--- src/rtl/spi_regport_pkg.sv ---
package spi_regport_pkg;

    localparam int unsigned REG_AW  = 13;
    localparam int unsigned BYTE_W  = 8;
    localparam int unsigned LEN_W   = 2;
    localparam int unsigned INSTR_W = 1 + LEN_W + REG_AW;
    localparam int unsigned CNT_W   = $clog2(INSTR_W);
    localparam int unsigned BIT_W   = $clog2(BYTE_W);

    typedef enum logic [1:0] {
        ST_INSTR = 2'd0,
        ST_WR    = 2'd1,
        ST_RD    = 2'd2,
        ST_DONE  = 2'd3
    } st_e;

    typedef struct packed {
        st_e                 st;
        logic [CNT_W-1:0]    cnt;
        logic [INSTR_W-1:0]  instr;
        logic [BYTE_W-1:0]   sh;
        logic [REG_AW-1:0]   addr;
        logic [LEN_W-1:0]    left;
        logic                stream;
        logic                lsb;
        logic                lsb_pend;
        logic                wr;
        logic                rd;
        logic [REG_AW-1:0]   aout;
        logic [BYTE_W-1:0]   wdata;
        logic                sdo;
        logic                sclk_prev;
        logic                csn_prev;
    } port_s;

endpackage

--- src/rtl/spi_regport_sync.sv ---
module spi_regport_sync #(
    parameter int unsigned STAGES = 2,
    parameter int unsigned W      = 3,
    parameter logic [W-1:0] RST_VAL = '0
) (
    input  logic         clk,
    input  logic         rst_n,
    input  logic [W-1:0] d_i,
    output logic [W-1:0] q_o
);

    if (STAGES == 0) begin : g_bypass
        assign q_o = d_i;
    end else begin : g_chain
        logic [W-1:0] stg_q [STAGES];

        always_ff @(posedge clk or negedge rst_n) begin
            if (!rst_n) begin
                for (int i = 0; i < STAGES; i++) stg_q[i] <= RST_VAL;
            end else begin
                stg_q[0] <= d_i;
                for (int i = 1; i < STAGES; i++) stg_q[i] <= stg_q[i-1];
            end
        end

        assign q_o = stg_q[STAGES-1];
    end

endmodule

--- src/rtl/spi_regport_shin.sv ---
module spi_regport_shin #(
    parameter int unsigned W = 8
) (
    input  logic [W-1:0] vec_i,
    input  logic         bit_i,
    input  logic         lsb_i,
    output logic [W-1:0] vec_o
);

    // First-arriving bit ends up at bit 0 when lsb_i, at bit W-1 otherwise.
    assign vec_o = lsb_i ? {bit_i, vec_i[W-1:1]} : {vec_i[W-2:0], bit_i};

endmodule

--- src/rtl/spi_regport_step.sv ---
module spi_regport_step #(
    parameter int unsigned AW = 13
) (
    input  logic [AW-1:0] addr_i,
    input  logic          up_i,
    output logic [AW-1:0] addr_o
);

    // Modulo-2^AW stepping; no address is ever skipped.
    assign addr_o = up_i ? addr_i + AW'(1) : addr_i - AW'(1);

endmodule

--- src/rtl/spi_regport.sv ---
module spi_regport
    import spi_regport_pkg::*;
#(
    parameter int unsigned SYNC_STAGES = 2,
    parameter logic [REG_AW-1:0] MODE_ADDR = '0,
    parameter int unsigned MODE_BIT = 6
) (
    input  logic              clk,
    input  logic              rst_n,
    input  logic              sclk,
    input  logic              cs_n,
    input  logic              sdi,
    output logic              sdo,
    output logic              sdo_oe,
    output logic              reg_wr,
    output logic              reg_rd,
    output logic [REG_AW-1:0] reg_addr,
    output logic [BYTE_W-1:0] reg_wdata,
    input  logic [BYTE_W-1:0] reg_rdata
);

    localparam logic [CNT_W-1:0] INSTR_LAST = CNT_W'(INSTR_W - 1);
    localparam logic [BIT_W-1:0] BYTE_LAST  = BIT_W'(BYTE_W - 1);

    port_s q, n;

    logic sclk_s, csn_s, sdi_s;
    logic [INSTR_W-1:0] instr_nx;
    logic [BYTE_W-1:0]  data_nx;
    logic [REG_AW-1:0]  addr_step;
    logic [BIT_W-1:0]   out_idx;
    st_e                st_q;

    spi_regport_sync #(
        .STAGES  (SYNC_STAGES),
        .W       (3),
        .RST_VAL (3'b010)
    ) u_sync (
        .clk   (clk),
        .rst_n (rst_n),
        .d_i   ({sclk, cs_n, sdi}),
        .q_o   ({sclk_s, csn_s, sdi_s})
    );

    spi_regport_shin #(.W(INSTR_W)) u_shin_instr (
        .vec_i (q.instr),
        .bit_i (sdi_s),
        .lsb_i (q.lsb),
        .vec_o (instr_nx)
    );

    spi_regport_shin #(.W(BYTE_W)) u_shin_data (
        .vec_i (q.sh),
        .bit_i (sdi_s),
        .lsb_i (q.lsb),
        .vec_o (data_nx)
    );

    spi_regport_step #(.AW(REG_AW)) u_step (
        .addr_i (q.addr),
        .up_i   (q.lsb),
        .addr_o (addr_step)
    );

    assign out_idx = q.lsb ? q.cnt[BIT_W-1:0] : BYTE_LAST - q.cnt[BIT_W-1:0];
    assign st_q    = q.st;

    always_comb begin
        logic rise, fall;
        n           = q;
        n.wr        = 1'b0;
        n.rd        = 1'b0;
        n.sclk_prev = sclk_s;
        n.csn_prev  = csn_s;
        rise        = sclk_s & ~q.sclk_prev;
        fall        = ~sclk_s & q.sclk_prev;

        // Byte returned by the register space in the request cycle.
        if (q.rd) n.sh = reg_rdata;

        // Rising edge counts only if chip select was low before it.
        if (rise && !q.csn_prev) begin
            unique case (q.st)
                ST_INSTR: begin
                    n.instr = instr_nx;
                    n.cnt   = q.cnt + CNT_W'(1);
                    if (q.cnt == INSTR_LAST) begin
                        n.cnt    = '0;
                        n.addr   = instr_nx[REG_AW-1:0];
                        n.left   = instr_nx[INSTR_W-2 -: LEN_W];
                        n.stream = &instr_nx[INSTR_W-2 -: LEN_W];
                        if (instr_nx[INSTR_W-1]) begin
                            n.st   = ST_RD;
                            n.rd   = 1'b1;
                            n.aout = instr_nx[REG_AW-1:0];
                        end else begin
                            n.st = ST_WR;
                        end
                    end
                end
                ST_WR: begin
                    n.sh  = data_nx;
                    n.cnt = q.cnt + CNT_W'(1);
                    if (q.cnt[BIT_W-1:0] == BYTE_LAST) begin
                        n.cnt   = '0;
                        n.wr    = 1'b1;
                        n.aout  = q.addr;
                        n.wdata = data_nx;
                        n.addr  = addr_step;
                        if (q.addr == MODE_ADDR) n.lsb_pend = data_nx[MODE_BIT];
                        if (!q.stream) begin
                            if (q.left == '0) n.st = ST_DONE;
                            else              n.left = q.left - LEN_W'(1);
                        end
                    end
                end
                ST_RD: begin
                    n.cnt = q.cnt + CNT_W'(1);
                    if (q.cnt[BIT_W-1:0] == BYTE_LAST) begin
                        n.cnt  = '0;
                        n.addr = addr_step;
                        if (!q.stream && q.left == '0) begin
                            n.st = ST_DONE;
                        end else begin
                            if (!q.stream) n.left = q.left - LEN_W'(1);
                            n.rd   = 1'b1;
                            n.aout = addr_step;
                        end
                    end
                end
                default: ;
            endcase
        end

        // Read data changes only after falling edges.
        if (fall && q.st == ST_RD) n.sdo = q.sh[out_idx];

        // Chip select released: pause at a boundary, otherwise end.
        if (csn_s) begin
            if (n.cnt[BIT_W-1:0] != '0 || n.st == ST_DONE ||
                (n.stream && n.st != ST_INSTR)) begin
                n.st     = ST_INSTR;
                n.cnt    = '0;
                n.stream = 1'b0;
            end
            if (n.st == ST_INSTR && n.cnt == '0) n.lsb = n.lsb_pend;
        end
    end

    always_ff @(posedge clk or negedge rst_n) begin
        if (!rst_n) begin
            q          <= '0;
            q.csn_prev <= 1'b1;
        end else begin
            q <= n;
        end
    end

    assign reg_wr    = q.wr;
    assign reg_rd    = q.rd;
    assign reg_addr  = q.aout;
    assign reg_wdata = q.wdata;
    assign sdo_oe    = (q.st == ST_RD) && !csn_s;
    assign sdo       = sdo_oe & q.sdo;

endmodule

--- config.mk ---
export PLATFORM = sky130hd
export DESIGN_NAME = spi_regport
export DESIGN_NICKNAME = d
export VERILOG_FILES = /design/src/rtl/spi_regport_pkg.sv /design/src/rtl/spi_regport_sync.sv /design/src/rtl/spi_regport_shin.sv /design/src/rtl/spi_regport_step.sv /design/src/rtl/spi_regport.sv
export SDC_FILE = /design/constraint.sdc
export NUM_CORES = 1
export LEC_CHECK = 0
export BUFFER_PORTS_ARGS = -buffer_cell sky130_fd_sc_hd__buf_4
export CORE_MARGIN = 8
export CORE_UTILIZATION = 61
export DETAILED_ROUTE_END_ITERATION = 12
export PLACE_DENSITY = 0.81
export REMOVE_ABC_BUFFERS = 1
export SLEW_MARGIN = 25
export SYNTH_ARGS = -nofsm -noshare
export SYNTH_HDL_FRONTEND = slang
export SYNTH_SLANG_ARGS = --single-unit
--- constraint.sdc ---
create_clock -name clk -period 3.7 [get_ports clk]
set_clock_uncertainty 0.2 [all_clocks]
set_input_delay 0.555 -clock clk [delete_from_list [all_inputs] [get_ports clk]]
set_output_delay 0.555 -clock clk [all_outputs]
set_load 0.005 [all_outputs]
==> flow_summary_export.csv <==
group,metric,value,unit
routing,detailedRoute.firstPassIterationCount,4,
grt,gr-total-overflow,0,
layout,final_core_utilization,0.6812,
floorplan,top_level_ports,38,
synthesis,synthCells,516,
synthesis,ys.flop_type,"sky130_fd_sc_hd__dfrtp_1",
grt,first_global_vias,3978,
routing,detail_route.wirelength,11280,um
routing,drt-vias-per-instance,6.233,
sta,worst-slew-pin-transition,0.7628,ns
clocking,cts_tree,"done",
sta,max_clock_freq,328.9,MHz
routing,route.antenna.remaining_nets,0,
critical_path,cp-end-kind,"flip-flop",
layout,final.fill_count,614,
grt,grt_pass1_wl,19250,um
sta,finalSetupViolations,0,
synthesis,synth.yosys.warnings,0,
synthesis,synth_seq_cells,80,
floorplan,die_area,11030,um^2
clocking,post_cts_buffers,0,
clocking,cts_buffer_depth,2,
critical_path,worst_path_largest_cell_delay,0.57,ns
synthesis,portion_of_the_post_synthesis_area_used_by_sequential_elements,0.4150,
clocking,sinks_on_clock_net,80,
synthesis,asyncSetResetFlopFracSynth,1.000,
floorplan,floorplan.die.width,105.0,um
place,io_buffer_count,37,
synthesis,syn-mean-instance-area,9.367,um^2
sta,finalCriticalPeriod,3.040,ns
layout,multi_input_comb_area,2501,um^2
grt,grt_usage,0.2095,
sta,finalCritPeriodShare,0.8217,
place,gpl.final_weighted_congestion,0.8754,
sta,timing_hold_violations_final,0,
pwr,report.power.total,1.998,mW
synthesis,synth_enable_flop_cells,0,
critical_path,cp.arrival,3.07,ns
critical_path,worst-setup-path-type,"reg -> reg",
sta,setup_total_negative_slack,0,ns
routing,drcViolationCount,0,
layout,area_delta_synth_final,8.335,%
layout,sequential_cell_area,2006,um^2
routing,vias,3927,
clocking,clock_latency,0.35,ns
critical_path,crit_fanout,10,
routing,dr.first_iter.drc_count,172,
hold_path,hold_path.class,"in -> async",
clocking,cts-hold-fix-buffers,0,
clocking,root_driver,"sky130_fd_sc_hd__clkbuf_8",
layout,fin_nets,556,
pwr,worst_ir_drop_vdd,0.3346,mV
floorplan,initial_core_util,0.6287,
clocking,clock_slew_seen_by_the_registers_of_the_worst_setup_and_hold_paths,0.09,ns
flow_run,max-cap-violations,0,
routing,drt_wl_cell,17.91,um
outcome,run_status,"finished, final reports clean",
layout,n_antenna_cell,0,
sta,slew_headroom,0.4902,
critical_path,critical_path_top_delay_cell,"sky130_fd_sc_hd__dfrtp_1",
place,placement_stage_worst_setup_slack,0.6763,ns
synthesis,yosys.area.top_type,"sky130_fd_sc_hd__dfrtp_1",
pwr,leakage,2.310,nW
sta,rsz_0062_raised_after_global_routing,"false",
floorplan,core,7687,um^2
clocking,cts.htree.levels,3,
critical_path,timing.critical_path.required,3.73,ns
floorplan,die_h,105.0,um
synthesis,area_contributors_post_synth,"sky130_fd_sc_hd__dfrtp_1, sky130_fd_sc_hd__a21oi_1, sky130_fd_sc_hd__mux2i_1",
synthesis,post_synth_instance_area,4833,um^2
critical_path,path_cells,"ha_1 -> nand3_1 -> a2bb2oi_1 -> nor3_1 -> a2111oi_4 -> a21boi_2 -> a41oi_2 -> mux2_1",
layout,most_common_cell_after_layout_fill_and_taps_aside,"sky130_fd_sc_hd__dfrtp_1",
grt,grt_max_degree,81,
layout,drive_above_1_share,0.1572,
grt,antenna_found_initial,0,
floorplan,fp-row-count,32,
synthesis,synthDistinctLibCells,62,
clocking,cts-buffers-inserted,9,
critical_path,setup.worst_path.start_class,"flip-flop",
synthesis,synth_top_area_frac,0.3987,
layout,layout.cells.most_common_list,"sky130_fd_sc_hd__dfrtp_1, sky130_fd_sc_hd__nor2_1, sky130_fd_sc_hd__a21oi_1",
sta,max_slew_violations,0,
sta,post-route-worst-setup-slack,0.6597,ns
pwr,cellPowerDensity,381.6,nW/um^2
place,dpl.hpwl,8141,um
clocking,post_cts_resize_count,0,
-- synth_stat cells, types with 6 or more instances --
cell type                   n
sky130_fd_sc_hd__a21oi_1   52
sky130_fd_sc_hd__a221oi_1   7
sky130_fd_sc_hd__nor2b_1    9
sky130_fd_sc_hd__clkbuf_1  14
sky130_fd_sc_hd__dfrtp_1   77
sky130_fd_sc_hd__o21ai_1   26
sky130_fd_sc_hd__nand2_1   41
sky130_fd_sc_hd__mux2_2     6
sky130_fd_sc_hd__mux2i_1   24
sky130_fd_sc_hd__o21ai_0    9
sky130_fd_sc_hd__inv_1     14
sky130_fd_sc_hd__a21o_1     6
sky130_fd_sc_hd__buf_2      6
sky130_fd_sc_hd__ha_1      19
sky130_fd_sc_hd__a211oi_1   7
sky130_fd_sc_hd__nor2_1    61
sky130_fd_sc_hd__xnor2_1    6
sky130_fd_sc_hd__buf_4     22
sky130_fd_sc_hd__nor3_1    17
sky130_fd_sc_hd__a31oi_1    6
sky130_fd_sc_hd__nand3_1    8
-- layer usage --
layer	wire length (um)	up-vias	track usage	part of all wire
li1	-	1855	-	-
met1	4904	1919	0.2679	0.43
met2	5579	130	0.3394	0.49
met3	524	23	0.03563	0.046
met4	275	0	0.09786	0.024
met5	0	-	0	0
-- final timing paths --
path / from / endpoint / slack (ns) / cells past startpoint
worst max-delay path: q[68] / q[27] / 0.66 / 8
worst min-delay path: rst_n / reg_addr[6] / 0.02 / 1
worst max register to register: q[68] / q[27] / 0.66 / 8
worst min register to register: u_sync.g_chain.stg_q[5] / u_sync.q_o[2] / 0.16 / 0
max in group asynchronous: rst_n / q[27] / 2.77 / 1
min in group clk: cs_n / u_sync.g_chain.stg_q[4] / 0.11 / 1
-- kinds of logic (layout without fill, tap and decap cells) --
kind of cell	Yosys count	count (layout)	synth area share
compound gates	146	146	0.1975
fa+ha+maj	20	20	0.05333
simple gates	160	160	0.1553
xor+xnor	7	7	0.01268
flops	80	80	0.4150
buf+inv	63	75	0.06757
mux	40	40	0.09863
-- registers in the layout (all words and copies together), names as in the netlist --
register and cells:
reg_wr 1, u_sync.q_o 3, reg_wdata 8, u_sync.g_chain.stg_q 3, q 49, reg_addr 13, reg_rd 1, st_q 2
-- per-stage QoR --
step           instances  instance area, um^2  hold WS, ns
2_1_floorplan        469                 4567      0.05941
4_1_cts              630                 5233       0.1008
6_report             630                 5236      0.01791
5_1_grt              630                 5236      0.08644
3_5_place_dp         614                 5017       0.1347
3_3_place_gp         614                 5017       0.1334
-- cell type report --
type | instances | area share
multi-input cells | 373 | 0.4777
flip-flops and latches | 80 | 0.3830
repair buffers | 43 | 0.06237
clock buffers | 11 | 0.02891
well taps | 102 | 0.02437
clock inverters | 5 | 0.01219
inverters | 16 | 0.01147
-- worst max-delay path: cells and delay by family, from the launching register on --
kind | cells | cell delay [ns]
AND/OR/NAND/NOR | 2 | 0.49
flip-flops | 1 | 0.57
AO/OA/AOI/OAI | 4 | 1.03
adder cells (fa/ha/maj) | 1 | 0.29
multiplexers | 1 | 0.34
-- power by group --
part           leakage [nW]  total (mW)  internal, mW  switching (mW)
clock network         0.106       0.699         0.354           0.345
logic                  1.17       0.276         0.132           0.144
registers              1.03        1.02         0.940          0.0825
Note: power is estimated with default switching activity, not from simulation.
